`src/rtl/pmgr_pkg.sv`:
```
package pmgr_pkg;
  localparam int REQ_BIT = 4;
  localparam int ACK_BIT = 3;

  typedef enum logic [2:0] {
    ST_IDLE    = 3'd0,
    ST_RECV    = 3'd1,
    ST_EXEC    = 3'd2,
    ST_COLLECT = 3'd3,
    ST_SEND    = 3'd4
  } eng_state_t;

  typedef struct packed {
    logic       var_len;
    logic [7:0] len;
  } len_spec_t;
endpackage

```
`src/rtl/pmgr_len_table.sv`:
```
module pmgr_len_table
  import pmgr_pkg::*;
(
  input  logic [7:0] code,
  output len_spec_t  arg_spec,
  output len_spec_t  rsp_spec
);
  always_comb begin
    arg_spec = '{var_len: 1'b1, len: 8'd0};
    rsp_spec = '{var_len: 1'b1, len: 8'd0};
    case (code)
      8'h10: begin
        arg_spec = '{var_len: 1'b0, len: 8'd1};
        rsp_spec = '{var_len: 1'b0, len: 8'd0};
      end
      8'h30: begin
        arg_spec = '{var_len: 1'b0, len: 8'd4};
        rsp_spec = '{var_len: 1'b0, len: 8'd0};
      end
      8'h38: begin
        arg_spec = '{var_len: 1'b0, len: 8'd0};
        rsp_spec = '{var_len: 1'b0, len: 8'd4};
      end
      8'h48: begin
        arg_spec = '{var_len: 1'b0, len: 8'd0};
      end
      default: begin
        if (code[7:4] == 4'hC) begin
          arg_spec = '{var_len: 1'b0, len: 8'd0};
          rsp_spec = '{var_len: 1'b0, len: 8'd2};
        end
      end
    endcase
  end
endmodule

```
`src/rtl/pmgr_byte_buf.sv`:
```
module pmgr_byte_buf #(
  parameter int DEPTH = 64,
  localparam int AW = $clog2(DEPTH)
) (
  input  logic          clk,
  input  logic          wr_en,
  input  logic [AW-1:0] wr_addr,
  input  logic [7:0]    wr_data,
  input  logic [AW-1:0] rd_addr,
  output logic [7:0]    rd_data
);
  logic [7:0] mem [DEPTH];

  always_ff @(posedge clk) begin
    if (wr_en) mem[wr_addr] <= wr_data;
  end

  assign rd_data = mem[rd_addr];
endmodule

```
`src/rtl/pmgr_hs_ctrl.sv`:
```
module pmgr_hs_ctrl (
  input  logic clk,
  input  logic rst_n,
  input  logic req_n,
  input  logic busy,
  output logic ack_n,
  output logic take
);
  assign take = !req_n && ack_n && !busy;

  always_ff @(posedge clk) begin
    if (!rst_n)              ack_n <= 1'b1;
    else if (take)           ack_n <= 1'b0;
    else if (req_n && !ack_n) ack_n <= 1'b1;
  end

  // a release is answered on the next edge
  a_r2_release: assert property (@(posedge clk) disable iff (!rst_n)
    (req_n && !ack_n) |=> ack_n);
  // request held low after acknowledge changes nothing
  a_r2_hold_low: assert property (@(posedge clk) disable iff (!rst_n)
    (!req_n && !ack_n) |=> !ack_n);
endmodule

```
`src/rtl/pmgr_cmd_engine.sv`:
```
module pmgr_cmd_engine
  import pmgr_pkg::*;
#(
  parameter int BUF_DEPTH = 64,
  localparam int AW = $clog2(BUF_DEPTH)
) (
  input  logic          clk,
  input  logic          rst_n,
  input  logic [7:0]    host_port,
  output logic [7:0]    dev_port,
  input  logic          host_dir_wr,
  input  logic [7:0]    sr_wr_data,
  output logic [7:0]    sr_rd_data,
  output logic          sr_irq,
  output logic          exec_valid,
  input  logic          exec_ready,
  output logic [7:0]    exec_cmd,
  output logic [7:0]    exec_arg_cnt,
  input  logic [AW-1:0] exec_arg_idx,
  output logic [7:0]    exec_arg_byte,
  input  logic          res_valid,
  output logic          res_ready,
  input  logic [7:0]    res_data,
  input  logic          res_none,
  input  logic          res_unknown,
  input  logic          res_last,
  output logic          poll_hold,
  output logic          err_overflow
);
  localparam logic [8:0] DEPTH9 = 9'(BUF_DEPTH);

  eng_state_t st;
  logic [7:0] cmd_q, apos, rpos, rsize, sr_out;
  len_spec_t  a_spec, r_spec, tbl_a, tbl_r;
  logic       zfill, irq_q, err_q;
  logic       ack_n, take, busy, wrong_dir, ok_take;
  logic [7:0] apos_inc, rpos_inc, cnt_next, fin_size, rsp_rd;
  logic       beat_data, rsp_zero, arg_wr;

  pmgr_len_table u_tbl (
    .code     (sr_wr_data),
    .arg_spec (tbl_a),
    .rsp_spec (tbl_r)
  );

  assign busy = (st == ST_EXEC) || (st == ST_COLLECT);

  pmgr_hs_ctrl u_hs (
    .clk   (clk),
    .rst_n (rst_n),
    .req_n (host_port[REQ_BIT]),
    .busy  (busy),
    .ack_n (ack_n),
    .take  (take)
  );

  assign wrong_dir = (st == ST_SEND) ? host_dir_wr : !host_dir_wr;
  assign ok_take   = take && !wrong_dir;
  assign apos_inc  = apos + 8'd1;
  assign rpos_inc  = rpos + 8'd1;

  assign arg_wr = ok_take && (st == ST_RECV) && !a_spec.var_len &&
                  ({1'b0, apos} < DEPTH9);

  pmgr_byte_buf #(.DEPTH(BUF_DEPTH)) u_argbuf (
    .clk     (clk),
    .wr_en   (arg_wr),
    .wr_addr (apos[AW-1:0]),
    .wr_data (sr_wr_data),
    .rd_addr (exec_arg_idx),
    .rd_data (exec_arg_byte)
  );

  assign beat_data = res_valid && !res_none && !res_unknown;
  assign cnt_next  = beat_data ? ((rsize == 8'hFF) ? rsize : rsize + 8'd1) : rsize;
  assign fin_size  = res_unknown ? (r_spec.var_len ? 8'd0 : r_spec.len) : cnt_next;

  pmgr_byte_buf #(.DEPTH(BUF_DEPTH)) u_rspbuf (
    .clk     (clk),
    .wr_en   ((st == ST_COLLECT) && beat_data && ({1'b0, rsize} < DEPTH9)),
    .wr_addr (rsize[AW-1:0]),
    .wr_data (res_data),
    .rd_addr (rpos[AW-1:0]),
    .rd_data (rsp_rd)
  );

  assign rsp_zero = zfill || (rpos >= rsize) || ({1'b0, rpos} >= DEPTH9);

  always_ff @(posedge clk) begin
    if (!rst_n) begin
      st     <= ST_IDLE;
      cmd_q  <= 8'd0;
      a_spec <= '0;
      r_spec <= '0;
      apos   <= 8'd0;
      rpos   <= 8'd0;
      rsize  <= 8'd0;
      sr_out <= 8'd0;
      zfill  <= 1'b0;
      irq_q  <= 1'b0;
      err_q  <= 1'b0;
    end else begin
      irq_q <= 1'b0;
      case (st)
        ST_IDLE: if (ok_take) begin
          irq_q  <= 1'b1;
          cmd_q  <= sr_wr_data;
          a_spec <= tbl_a;
          r_spec <= tbl_r;
          apos   <= 8'd0;
          rpos   <= 8'd0;
          zfill  <= 1'b0;
          st     <= (!tbl_a.var_len && tbl_a.len == 8'd0) ? ST_EXEC : ST_RECV;
        end
        ST_RECV: if (ok_take) begin
          irq_q <= 1'b1;
          if (a_spec.var_len) begin
            a_spec <= '{var_len: 1'b0, len: sr_wr_data};
            if ({1'b0, sr_wr_data} > DEPTH9) err_q <= 1'b1;
            if (sr_wr_data == 8'd0) st <= ST_EXEC;
          end else begin
            apos <= apos_inc;
            if (apos_inc == a_spec.len) st <= ST_EXEC;
          end
        end
        ST_EXEC: if (exec_ready) begin
          st    <= ST_COLLECT;
          rsize <= 8'd0;
        end
        ST_COLLECT: if (res_valid) begin
          if (beat_data && !({1'b0, rsize} < DEPTH9)) err_q <= 1'b1;
          if (res_unknown) zfill <= 1'b1;
          if (res_last) begin
            rsize <= fin_size;
            st    <= (!r_spec.var_len && r_spec.len == 8'd0) ? ST_IDLE : ST_SEND;
          end else begin
            rsize <= cnt_next;
          end
        end
        ST_SEND: if (ok_take) begin
          irq_q <= 1'b1;
          if (r_spec.var_len) begin
            sr_out <= rsize;
            r_spec <= '{var_len: 1'b0, len: rsize};
            if (rsize == 8'd0) st <= ST_IDLE;
          end else begin
            sr_out <= rsp_zero ? 8'd0 : rsp_rd;
            rpos   <= rpos_inc;
            if (rpos_inc == r_spec.len) st <= ST_IDLE;
          end
        end
        default: st <= ST_IDLE;
      endcase
    end
  end

  always_comb begin
    dev_port          = host_port;
    dev_port[ACK_BIT] = ack_n;
  end

  assign sr_rd_data   = sr_out;
  assign sr_irq       = irq_q;
  assign exec_valid   = (st == ST_EXEC);
  assign exec_cmd     = cmd_q;
  assign exec_arg_cnt = a_spec.len;
  assign res_ready    = (st == ST_COLLECT);
  assign poll_hold    = (st != ST_IDLE);
  assign err_overflow = err_q;

  // interrupt is a single-cycle pulse
  a_r3_irq_pulse: assert property (@(posedge clk) disable iff (!rst_n)
    sr_irq |=> !sr_irq);
  // a byte with the wrong direction raises no interrupt
  a_r4_wrong_dir_silent: assert property (@(posedge clk) disable iff (!rst_n)
    (take && wrong_dir) |=> !sr_irq);
  // command offer is held stable until accepted
  a_r12_exec_hold: assert property (@(posedge clk) disable iff (!rst_n)
    (exec_valid && !exec_ready) |=> (exec_valid && $stable(exec_cmd)));
  // no acknowledge while executing or collecting
  a_r12_no_ack_busy: assert property (@(posedge clk) disable iff (!rst_n)
    (busy && ack_n) |=> ack_n);
  // overflow flag is sticky
  a_r11_err_sticky: assert property (@(posedge clk) disable iff (!rst_n)
    err_overflow |=> err_overflow);
endmodule

```
`config.mk`:
```
export PLATFORM = sky130hd
export DESIGN_NAME = pmgr_cmd_engine
export DESIGN_NICKNAME = d
export VERILOG_FILES = /design/src/rtl/pmgr_pkg.sv /design/src/rtl/pmgr_len_table.sv /design/src/rtl/pmgr_byte_buf.sv /design/src/rtl/pmgr_hs_ctrl.sv /design/src/rtl/pmgr_cmd_engine.sv
export SDC_FILE = /design/constraint.sdc
export NUM_CORES = 1
export LEC_CHECK = 0
export BUFFER_PORTS_ARGS = -buffer_cell sky130_fd_sc_hd__buf_2
export CORE_ASPECT_RATIO = 0.5
export CORE_MARGIN = 10
export CORE_UTILIZATION = 25
export DETAILED_ROUTE_END_ITERATION = 16
export GPL_TIMING_DRIVEN = 1
export SYNTH_ARGS = -nofsm -noshare
export SYNTH_HDL_FRONTEND = slang
export SYNTH_SLANG_ARGS = --single-unit
```
`constraint.sdc`:
```
create_clock -name clk -period 3.12 [get_ports clk]
set_input_delay 0.312 -clock clk [delete_from_list [all_inputs] [get_ports clk]]
set_output_delay 0.312 -clock clk [all_outputs]
set_load 0.01 [all_outputs]
```
# Word-level counts from Yosys, hierarchy flattened
# Memory sizes are Yosys's and may differ from the RTL's. A register that Yosys moved wholly into a read port is not among the register bits.
# Cells that the tools add are included.
[totals] wordCells=173 inputBits=38 mem_count=2 reg_bits=65 output_inout_bits=45 ramBits=1024
[mem_list] name="u_argbuf.mem" depth=64 width=8 rd=1 rd_clocked_by_memory_dff=0 wr=1 line="pmgr_byte_buf.sv:12" rtl="logic [7:0] mem [DEPTH];"
[mem_list] name="u_rspbuf.mem" depth=64 width=8 rd=1 rd_clocked_by_memory_dff=1 wr=1 line="pmgr_byte_buf.sv:12"
[classes] n_eq_ne=29 mux=64 n_reduce_logical=56 addsub=3 magnitude_cmp=5
[op_table] op="$mux W8" count=16
[op_table] op="$mux W9" count=6
[op_table] op="$pmux W9 S3" count=2
[op_table] op="$pmux W8 S2" count=3
[op_table] op="$mux W3" count=13
[op_table] op="$pmux W9 S2" count=2
[op_table] op="$logic_not A8 Y1" count=4
[op_table] op="$add A8 B1 Y8 const B" count=3
[op_table] op="$reduce_and A4 Y1" count=5
[op_table] op="$eq A8 B6 Y1 const B" count=2
[op_table] op="$eq A8 B8 Y1" count=2
[op_table] op="$lt A8 B7 Y1 const B" count=2
[op_table] op="$mux W1" count=16
[op_table] op="$ne A2 B2 Y1 const B" count=8
[op_table] op="$pmux W3 S5" count=1
[op_table] op="$logic_and A1 B1 Y1" count=14
[op_table] op="$mux W6" count=2
[op_table] op="$ne A3 B2 Y1 const B" count=4
[op_table] op="$reduce_bool A2 Y1" count=6
[op_table] op="$logic_not A1 Y1" count=11
[op_table] op="$ne A2 B1 Y1 const B" count=5
[op_table] op="$reduce_and A10 Y1" count=1
[op_table] op="$reduce_and A3 Y1" count=3
[op_table] op="$eq A8 B5 Y1 const B" count=1
[op_table] op="18 further kinds" count=25

# Logic depth before layout (Yosys ltp)
# Gate-level depths: netlist of run 1.
[logic_depth] word_depth=10 mapped_depth=11 ltp_nobuf=9

# Hierarchy
# From an unflattened synthesis of run 1, not the netlist that was laid out.
[unflattened] cells_unflattened=2409 area_unflattened_um2=44167.4
[by_module_without_submodules] module="pmgr_byte_buf at u_rspbuf" seq_area_each_um2=15374.7 cells_each=932 area_per_inst_um2=20006.7 n_inst=1
[by_module_without_submodules] module="pmgr_byte_buf at u_argbuf" seq_area_each_um2=15374.7 cells_each=914 area_per_inst_um2=19910.3 n_inst=1
[by_module_without_submodules] module="pmgr_cmd_engine" seq_area_each_um2=1281.2 cells_each=532 area_per_inst_um2=4010.1 n_inst=1
[by_module_without_submodules] module="pmgr_len_table" seq_area_each_um2=0.0 cells_each=27 area_per_inst_um2=196.4 n_inst=1
[by_module_without_submodules] module="pmgr_hs_ctrl" seq_area_each_um2=20.0 cells_each=4 area_per_inst_um2=43.8 n_inst=1

# Worst setup path before layout of run 1
# OpenSTA, ideal clock, no wires.
[synth_timing] kind="reg-to-reg" startpoint="register st[2]" endpoint="memory u_argbuf.mem[32][0], enable pin" n_path_buf=1 path_stages_with_launch=9 slack_ns=0.339 period_less_slack_ns=2.781 required_time_ns=2.725 t_arrival_ns=2.386 cell_sequence="dfxtp_1 > buf_2 > nor3b_1 > o21bai_1 > a21oi_1 > nand2_2 > nor3_2 > nand4_1 > nor4_1"
[synth_between] elab_chain_cells=10
[synth_rtl] item="from (decl)" line="pmgr_cmd_engine.sv:32" rtl="eng_state_t st;"
[synth_rtl] item="from (signal assigned)" line="pmgr_cmd_engine.sv:113" rtl="st <= (!tbl_a.var_len && tbl_a.len == 8'd0) ? ST_EXEC : ST_RECV;"
[synth_rtl] item="from (signal assigned)" line="pmgr_cmd_engine.sv:135" rtl="st <= (!r_spec.var_len && r_spec.len == 8'd0) ? ST_IDLE : ST_SEND;"
[synth_rtl] item="$eq A3 B2 Y1" line="pmgr_cmd_engine.sv:46" rtl="assign busy = (st == ST_EXEC) || (st == ST_COLLECT);"
[synth_rtl] item="$logic_or A1 B1 Y1" line="pmgr_cmd_engine.sv:46"
[synth_rtl] item="$logic_not A1 Y1" line="pmgr_hs_ctrl.sv:9" rtl="assign take = !req_n && ack_n && !busy;"
[synth_rtl] item="$logic_and A1 B1 Y1" line="pmgr_hs_ctrl.sv:9"
[synth_rtl] item="$logic_and A1 B1 Y1" line="pmgr_cmd_engine.sv:58" rtl="assign ok_take = take && !wrong_dir;"
[synth_rtl] item="$logic_and A1 B1 Y1 * (3 in a row)" line="pmgr_cmd_engine.sv:62" rtl="assign arg_wr = ok_take && (st == ST_RECV) && !a_spec.var_len &&"
[synth_rtl] item="$mux W1 *" line="pmgr_byte_buf.sv:15" rtl="if (wr_en) mem[wr_addr] <= wr_data;"
[synth_rtl] item="$mux W1 (not written as such) *" line="pmgr_byte_buf.sv:15"
[synth_rtl] item="to (decl)" line="pmgr_byte_buf.sv:12"
# Mark *: on every way between the ends. The rest lies on a longest branch, timed or not.

# Worst setup path after layout of run 1
[layout_timing] startpoint="memory u_argbuf.mem[54][1]" endpoint="output exec_arg_byte[1]"
[layout_between] elab_chain_cells=1
[layout_rtl] item="$mem_v2 Z64 W8"
[layout_rtl] item="to (decl)" line="pmgr_cmd_engine.sv:20" rtl="output logic [7:0] exec_arg_byte,"
# Every way passes these cells.

==> results of run 1 <==
stage by stage:
stage          worst slack, ns  hold slack, ns  std cells
3_3_place_gp             0.155           0.457       4753
3_5_place_dp             0.160           0.452       4753
2_1_floorplan            0.339           0.411       2308
4_1_cts                 -0.121          0.0206       4949
5_1_grt                 -0.124          0.0395       4949
6_report               -0.0441          0.0669       4951
worst min path at each step:
stage / from / endpoint / cells past startpoint
after floorplan: sr_wr_data[0] / u_argbuf.mem[0][0]$_DFFE_PP_ / 0
after global placement: err_overflow$_SDFFE_PN0P_ / err_overflow$_SDFFE_PN0P_ / 1
after detailed placement: err_overflow$_SDFFE_PN0P_ / err_overflow$_SDFFE_PN0P_ / 1
after CTS: sr_wr_data[5] / u_argbuf.mem[5][5]$_DFFE_PP_ / 1
after global routing: sr_wr_data[5] / u_argbuf.mem[5][5]$_DFFE_PP_ / 1
final: sr_wr_data[5] / u_argbuf.mem[5][5]$_DFFE_PP_ / 1
power breakdown:
group          total, mW  internal [mW]  switching [mW]
logic               1.01          0.394           0.621
registers           16.1           16.1          0.0191
clock network       11.9           6.46            5.42
area by class of cell:
cell class / instances / area [µm²]
Fill cell: 16900 / 122000
Inverter: 19 / 71.3
Multi-Input combinational cell: 1044 / 11000
Antenna cell: 2 / 5.00
Timing Repair Buffer: 291 / 2280
Clock buffer: 129 / 2720
Clock inverter: 61 / 452
Tap cell: 2310 / 2890
Sequential cell: 1095 / 32200
per-layer routing:
| layer | GRT usage (%) | up-vias |
|---|---|---|
| li1 | - | 9876 |
| met3 | 1.45 | 154 |
| met5 | 0 | - |
| met2 | 18.0 | 612 |
| met1 | 13.1 | 11700 |
| met4 | 3.22 | 2 |
synthesized netlist by cell type (9+ instances only):
cell type	count	share of area (%)
sky130_fd_sc_hd__xnor2_1	18	0.36
sky130_fd_sc_hd__a211oi_1	23	0.39
sky130_fd_sc_hd__buf_2	35	0.40
sky130_fd_sc_hd__a22oi_1	32	0.55
sky130_fd_sc_hd__edfxtp_1	1024	70
sky130_fd_sc_hd__mux2i_1	91	2.1
sky130_fd_sc_hd__nand3_1	29	0.33
sky130_fd_sc_hd__dfxtp_1	71	3.2
sky130_fd_sc_hd__clkbuf_1	75	0.64
sky130_fd_sc_hd__nor2_1	164	1.4
sky130_fd_sc_hd__nor2b_1	47	0.67
sky130_fd_sc_hd__o22ai_1	16	0.23
sky130_fd_sc_hd__a21oi_1	22	0.25
sky130_fd_sc_hd__mux2_2	17	0.44
sky130_fd_sc_hd__nand2_1	70	0.60
sky130_fd_sc_hd__buf_4	26	0.44
sky130_fd_sc_hd__mux4_2	270	14
sky130_fd_sc_hd__inv_1	18	0.15
sky130_fd_sc_hd__o211ai_1	13	0.22
sky130_fd_sc_hd__buf_1	13	0.11
sky130_fd_sc_hd__nand3b_1	18	0.31
sky130_fd_sc_hd__and2_1	12	0.17
sky130_fd_sc_hd__ha_1	12	0.34
sky130_fd_sc_hd__o21ai_1	12	0.14
sky130_fd_sc_hd__nor4_1	9	0.13
sky130_fd_sc_hd__a31oi_1	13	0.19
sky130_fd_sc_hd__or3_1	9	0.13
sky130_fd_sc_hd__o21ai_0	56	0.64
kinds of logic (layout without fill, tap and decap cells):
kind of cell / Yosys count / count (layout) / share of synthesized area (%)
compound gates: 221 / 221 / 3.24
buf+inv: 169 / 500 / 1.78
mux: 378 / 378 / 16.4
simple gates: 410 / 410 / 4.58
other cells: 0 / 2 / 0
fa+ha+maj: 12 / 12 / 0.342
flops: 1095 / 1095 / 73.2
xor+xnor: 23 / 23 / 0.459
timing repair:
item | in CTS | in global routing
hold endpoints to repair | 12 | 0
buffers inserted | 0 | 0
hold buffers | 6 | 0
gates resized for setup | 14 | 1
endpoints found under the setup margin | 7 | 7
==> results.py, run 1 <==
metrics = {
    "run_status": {
        "run_status": "finished, violations left",
        "failed_checks": "setup timing",
    },
    "critical_path": {
        "critical_path.top_delay_family": "multiplexers",
        "path_class": "register to primary output",
        "critical_path_peak_fanout": 1,
        "setup.reg_to_reg.worst_slack_ns": 0.18,
        "critPathCapture": "exec_arg_byte[1]",
        "critPathLaunchType": "register",
        "r2r-end": "u_argbuf.mem[19][5]$_DFFE_PP_",
        "cp_common_cell": "sky130_fd_sc_hd__mux4_2",
        "cpPeakStageDelay_ns": 0.57,
        "timing.critical_path.cells": "mux4_2 > mux4_2 > mux4_2 > buf_6",
        "reg2regPathDepth": 8,
        "critical_path.slowest_cell": "sky130_fd_sc_hd__mux4_2",
        "endpoint_kind": "primary output",
        "worstPathRequired_ns": 2.81,
        "arrival_ns": 2.85,
        "critical_path_cell_count": 4,
        "crit_buf_inv": 1,
        "timing.critical_path.from": "u_argbuf.mem[54][1]$_DFFE_PP_",
        "critical_path.reg2reg.startpoint": "st[0]$_SDFFE_PN0P_",
    },
    "grt": {
        "groute.usage.overall_pct": 10.3,
        "grt_max_degree": 67,
        "number_of_antenna_violations_at_the_first_check_in_global_routing": 5,
        "grt.overflow.total": 0,
        "first_global_vias": 22700,
        "grt_first_pass_wirelength_um": 152000,
    },
    "job": {
        "max-cap-violations": 0,
    },
    "synth": {
        "yosys_register_bits": 1095,
        "synthFlopType": "sky130_fd_sc_hd__edfxtp_1",
        "synth_enable_flop_cells": 1024,
        "synth_nets": 2358,
        "synth_area_mm2": 0.0439,
        "avgSynthCellArea_um2": 19.0,
        "synthArstFlopShare_pct": 0,
        "postSynthCellCount": 2308,
        "yosys_warnings": 0,
        "yosysUniqueCellTypes": 62,
        "post_synthesis_sequential_area_ratio_pct": 73.2,
    },
    "routing": {
        "met3WireLength_um": 4340,
        "wl_met2_um": 52100,
        "drtAntennaViolNets": 0,
        "drt-total-wl_um": 102000,
        "vias_per_cell": 4.51,
        "vias": 22300,
        "drt-met1-wl_um": 42800,
        "drt-pass1-iter-count": 5,
        "avgRoutedWirePerCell_um": 20.7,
        "first_iter_violations": 1743,
        "highest_metal_layer_used_by_the_detailed_router": "met5",
        "remaining_design_rule_violation_count": 0,
    },
    "timing": {
        "finalMaxSlewViolations": 0,
        "peak_clock_frequency_supported_by_timing_mhz": 316,
        "setup_repair_after_global_routing_missed_its_margin": "yes",
        "totalNegativeSetupSlack_ns": -0.0847,
        "finalClockSkew_ns": 0.0255,
        "layout_worst_path_cycle_share_pct": 101,
        "setup_viol": 2,
        "finalCriticalPeriod_ns": 3.16,
        "tightestPinTransition_ns": 1.23,
        "slew_headroom_pct": 18.3,
        "report.final.hold_viol_count": 0,
        "finalWorstSetupSlack_ns": -0.0441,
    },
    "finish": {
        "layout-drive-gt1-share_pct": 27.8,
        "top_library_cells_by_usage_in_the_layout_fill_and_taps_aside": "1024 x sky130_fd_sc_hd__edfxtp_1, 270 x sky130_fd_sc_hd__mux4_2, 199 x sky130_fd_sc_hd__buf_4",
        "final_common_cell": "sky130_fd_sc_hd__edfxtp_1",
        "final_core_utilization_pct": 29.7,
        "flow.area_growth_from_synthesis_pct": 17.5,
        "layout.cell_area.non_filler_mm2": 0.0516,
        "registers_with_the_most_flip_flops": "u_argbuf.mem: 512 flops, u_rspbuf.mem: 512 flops, r_spec: 9 flops",
        "design.final.nets": 2606,
    },
    "clocking": {
        "cts-root-to-sink-buffers": 3,
        "clock_sink_count": 1095,
        "worst_setup_hold_path_clk_slew_ns": 0.06,
        "cts_buffers": 105,
        "clk_root_buf": "sky130_fd_sc_hd__clkbuf_16",
        "cts_tree": "built",
        "clk-insertion-delay-late_ns": 0.71,
        "clock_tree.htree_level_count": 3,
    },
    "place": {
        "placed_area_mm2": 0.0483,
        "hpwlAfterDp_um": 67100,
        "portBuffers": 69,
        "gpl.final_weighted_congestion": 0.811,
    },
    "floorplan": {
        "floorplan.initialDensity_pct": 25.2,
        "top_level_ports": 83,
        "design.die.area_mm2": 0.194,
        "placementRows": 108,
        "floorplan.core_area_mm2": 0.174,
        "floorplan.die.height_um": 316,
        "die_w_um": 613,
    },
    "power_and_ir_drop": {
        "total_power_mw": 29.0,
        "total_leakage_power_nw": 15.8,
        "peakVddDrop_uv": 403,
        "power.density_cell_area_mw_per_mm2": 561,
    },
    "hold_path": {
        "hold_path_class": "input pin to register",
    },
}
Power figures use the tool's default switching activity.
==> run 2, diff against run 1 <==
--- a/config.mk
+++ b/config.mk
@@ -5,12 +5,15 @@
 export SDC_FILE = /design/constraint.sdc
 export NUM_CORES = 1
 export LEC_CHECK = 0
+export ABC_AREA = 1
 export BUFFER_PORTS_ARGS = -buffer_cell sky130_fd_sc_hd__buf_2
 export CORE_ASPECT_RATIO = 0.5
 export CORE_MARGIN = 10
 export CORE_UTILIZATION = 25
+export CTS_CLUSTER_SIZE = 30
 export DETAILED_ROUTE_END_ITERATION = 16
 export GPL_TIMING_DRIVEN = 1
 export SYNTH_ARGS = -nofsm -noshare
 export SYNTH_HDL_FRONTEND = slang
+export SYNTH_HIERARCHICAL = 1
 export SYNTH_SLANG_ARGS = --single-unit
==> run 2 against run 1 <==
- the flow now finishes without violations
- via count grew 39%
- clock skew fell by 0.0034 ns
- first-iteration DRC count rose by 46%
- wire length grew 16%
- count of clock-buffer cells in the layout unchanged
- global-route usage rose by 0.92 points
- critical path depth increased by 8
- synthesized cell count is 85% higher
- synthesized area up 5.9%
- die area is 5.6% higher
- worst setup slack better by 0.38 ns
- final cell count grew 41%
- critical endpoint is now u_argbuf/mem[59][1]$_DFFE_PP_
- largest power group unchanged
- highest routed layer unchanged
==> results.py, run 2 <==
metrics = {
    "timing": {
        "report.final.hold_viol_count": 0,
        "setup_repair_after_global_routing_missed_its_margin": "no",
        "finalClockSkew_ns": 0.0221,
        "peak_clock_frequency_supported_by_timing_mhz": 359,
        "finalMaxSlewViolations": 0,
        "layout_worst_path_cycle_share_pct": 89.2,
        "slew_headroom_pct": 17.4,
        "finalCriticalPeriod_ns": 2.78,
        "whs_ns": 0.0218,
        "tightestPinTransition_ns": 1.24,
        "totalNegativeSetupSlack_ns": 0,
        "setup_viol": 0,
    },
    "critical_path": {
        "cp_common_cell": "sky130_fd_sc_hd__buf_4",
        "critical_path_cell_count": 12,
        "arrival_ns": 3.20,
        "critical_path.reg2reg.startpoint": "st[0]$_SDFFE_PN0P_",
        "timing.critical_path.from": "st[0]$_SDFFE_PN0P_",
        "setup.reg_to_reg.worst_slack_ns": 0.34,
        "critical_path.slowest_cell": "sky130_fd_sc_hd__dfxtp_1",
        "r2r-end": "u_argbuf/mem[59][1]$_DFFE_PP_",
        "critPathLaunchType": "register",
        "cpPeakStageDelay_ns": 0.35,
        "critical_path.top_delay_family": "simple AND/OR/NAND/NOR gates",
        "reg2regPathDepth": 12,
        "endpoint_kind": "register",
        "worstPathRequired_ns": 3.54,
        "critPathCapture": "u_argbuf/mem[59][1]$_DFFE_PP_",
        "crit_buf_inv": 5,
        "timing.critical_path.cells": "nor2_2 > nand2_1 > inv_2 > o21ai_2 > nor2_4 > inv_2 > nor4_1 > buf_4 > nand4_1 > buf_4 > nor2_1 > buf_4",
        "path_class": "register to register",
        "critical_path_peak_fanout": 8,
    },
    "synth": {
        "post_synthesis_sequential_area_ratio_pct": 68.9,
        "synth_most_common_cell": "sky130_fd_sc_hd__nand2_1",
        "yosys-top-cells-area": "sky130_fd_sc_hd__edfxtp_1 66%, sky130_fd_sc_hd__nand2_1 12%, sky130_fd_sc_hd__nand3_1 10%",
        "yosysUniqueCellTypes": 40,
        "synth-simple-area-share_pct": 24.2,
        "synthFlopType": "sky130_fd_sc_hd__edfxtp_1",
        "synth_largest_type_area_fraction_pct": 66.1,
        "synth_area_mm2": 0.0465,
        "synth_top_area_cell": "sky130_fd_sc_hd__edfxtp_1",
        "yosys_register_bits": 1089,
        "yosys_warnings": 6,
        "synthArstFlopShare_pct": 0,
        "synth_enable_flop_cells": 1024,
        "synth.cells.most_frequent": "1452 x sky130_fd_sc_hd__nand2_1, 1024 x sky130_fd_sc_hd__edfxtp_1, 936 x sky130_fd_sc_hd__nand3_1",
        "dominant_combinational_cell_family_by_area_after_synthesis": "simple AND/OR/NAND/NOR gates",
        "yosys.area_share.adder_pct": 0.323,
        "fraction_of_synthesized_cell_area_in_xor_and_xnor_cells_pct": 0.0941,
        "yosys-mux-area-fraction_pct": 0,
        "avgSynthCellArea_um2": 10.9,
        "compound_cell_area_share_of_the_yosys_netlist_pct": 1.72,
        "postSynthCellCount": 4265,
    },
    "grt": {
        "first_global_vias": 30100,
        "grt_first_pass_wirelength_um": 182000,
        "grt_max_degree": 103,
        "grt.overflow.total": 0,
        "number_of_antenna_violations_at_the_first_check_in_global_routing": 4,
        "groute.usage.overall_pct": 11.2,
    },
    "clocking": {
        "clk_root_buf": "sky130_fd_sc_hd__clkbuf_16",
        "clk-insertion-delay-late_ns": 0.70,
        "cts_tree": "built",
        "post_cts_resize_count": 0,
        "clock_tree.htree_level_count": 3,
        "cts_buffers": 106,
        "cts_setup_buffers": 0,
        "cts-root-to-sink-buffers": 3,
        "clock_sink_count": 1089,
        "worst_setup_hold_path_clk_slew_ns": 0.06,
    },
    "routing": {
        "vias": 31000,
        "remaining_design_rule_violation_count": 0,
        "drt-total-wl_um": 119000,
        "drtAntennaViolNets": 0,
        "vias_per_cell": 4.44,
        "met3WireLength_um": 6400,
        "highest_metal_layer_used_by_the_detailed_router": "met5",
        "first_iter_violations": 2546,
        "avgRoutedWirePerCell_um": 17.0,
        "drt-pass1-iter-count": 6,
        "drt-met1-wl_um": 51200,
        "wl_met2_um": 57900,
    },
    "hold_path": {
        "hold_path_class": "input pin to register",
    },
    "finish": {
        "top_library_cells_by_usage_in_the_layout_fill_and_taps_aside": "1452 x sky130_fd_sc_hd__nand2_1, 1024 x sky130_fd_sc_hd__edfxtp_1, 936 x sky130_fd_sc_hd__nand3_1",
        "final_common_cell": "sky130_fd_sc_hd__nand2_1",
        "design.final.nets": 4461,
        "layout-drive-gt1-share_pct": 10.5,
        "layout.cell_area.non_filler_mm2": 0.0536,
        "flow.area_growth_from_synthesis_pct": 15.3,
        "registers_with_the_most_flip_flops": "u_argbuf/mem: 512 flops, u_rspbuf/mem: 512 flops, r_spec: 9 flops",
        "fill_cells": 18900,
        "final-instance-count-excl-fill": 6983,
    },
    "place": {
        "hpwlAfterDp_um": 72200,
        "portBuffers": 69,
        "gpl.final_weighted_congestion": 0.806,
        "placed_area_mm2": 0.0502,
        "numPlacedInstances": 6784,
    },
    "floorplan": {
        "floorplan.die.height_um": 325,
        "top_level_ports": 83,
        "floorplan.core_area_mm2": 0.184,
        "design.die.area_mm2": 0.205,
        "placementRows": 111,
        "die_w_um": 630,
        "floorplan.initialDensity_pct": 25.3,
    },
    "job": {
        "max-cap-violations": 0,
    },
    "power_and_ir_drop": {
        "clock_power_share_pct": 40.7,
        "cellInternalPower_mw": 23.9,
        "combinationalPowerShare_pct": 7.5,
        "switchingPower_mw": 7.30,
        "power.density_cell_area_mw_per_mm2": 582,
        "seq_power_share_pct": 51.9,
        "peakVddDrop_uv": 396,
        "power.switching_fraction_pct": 23.4,
        "total_leakage_power_nw": 19.1,
    },
    "run_status": {
        "run_status": "completed",
    },
}
-- run 2: cell types whose count changed after synthesis, sizes merged, moves of 31 or more --
cell	before	now
nand2	71	1454
nor2b	47	0
a21oi	22	74
mux2i	91	0
nor2	164	195
inv	19	109
buf	75	230
a22oi	32	0
mux4	270	0
nand3	29	938
clkbuf	75	35
-- run 2: cell families (layout without fill, tap and decap cells) --
| logic type | Yosys count | in the layout |
|---|---|---|
| flops | 1089 | 1089 |
| simple gates | 2635 | 2635 |
| compound gates | 148 | 148 |
| other cells | 1 | 13 |
| fa+ha+maj | 12 | 12 |
| buf+inv | 375 | 595 |
| xor+xnor | 5 | 5 |
-- run 2: worst min-delay path: cells and delay by family --
kind / cells / cell delay [ns]
compound gates: 1 / 0.05
buf+inv: 1 / 0.19
simple gates: 1 / 0.11
-- run 2: final cells by class --
type / instances / area (µm²) / share of cell area [%]
tap: 2486 / 3110 / 5.80
clock buffer: 129 / 2820 / 5.27
timing repair buffer: 292 / 2340 / 4.37
multi-input combinational: 2812 / 12300 / 22.9
inverter: 110 / 430 / 0.803
sequential: 1089 / 32100 / 59.8
antenna: 1 / 2.50 / 0.00467
clock inverter: 64 / 587 / 1.09
-- run 2: metal layers --
layer  global-route usage [%]  vias up
li1                         -    15100
met1                     14.5    14900
met2                     19.0      791
met3                     1.78      185
met4                     3.55        2
met5                        0        -
-- run 2: metrics by stage --
| step | util [%] | total power [mW] | setup slack, ns |
|---|---|---|---|
| 2_1_floorplan | - | 18.0 | 0.421 |
| 3_3_place_gp | 27.2 | 18.8 | 0.463 |
| 3_5_place_dp | 27.2 | 18.8 | 0.370 |
| 4_1_cts | 29.1 | 31.5 | 0.363 |
| 5_1_grt | 29.1 | 32.4 | 0.195 |
| 6_report | 29.1 | 31.2 | 0.337 |
-- run 2: worst min-delay path by stage --
stage	startpoint	end	depth (start not counted)
3_3_place_gp	exec_cmd[4]$_SDFFE_PN0P_	exec_cmd[4]$_SDFFE_PN0P_	2
6_report	sr_wr_data[4]	exec_cmd[4]$_SDFFE_PN0P_	3
4_1_cts	sr_wr_data[0]	u_argbuf/mem[3][0]$_DFFE_PP_	1
3_5_place_dp	exec_cmd[4]$_SDFFE_PN0P_	exec_cmd[4]$_SDFFE_PN0P_	2
2_1_floorplan	rst_n	u_hs/ack_n$_SDFFE_PN1P_	1
5_1_grt	sr_wr_data[3]	u_argbuf/mem[2][3]$_DFFE_PP_	1
-- run 2: power groups by stage --
stage                     combinational, mW  clock, mW  sequential (mW)
final                                  2.34       12.7             16.2
after global routing                   2.63       13.5             16.2
after CTS                              2.36       12.9             16.2
after detailed placement               2.35          0             16.5
after global placement                 2.34          0             16.5
after floorplan                        1.57          0             16.5
-- run 2: repair_timing --
item	CTS	global route
endpoints found under the setup margin	0	0
hold buffers	4	1
hold endpoints to repair	4	3
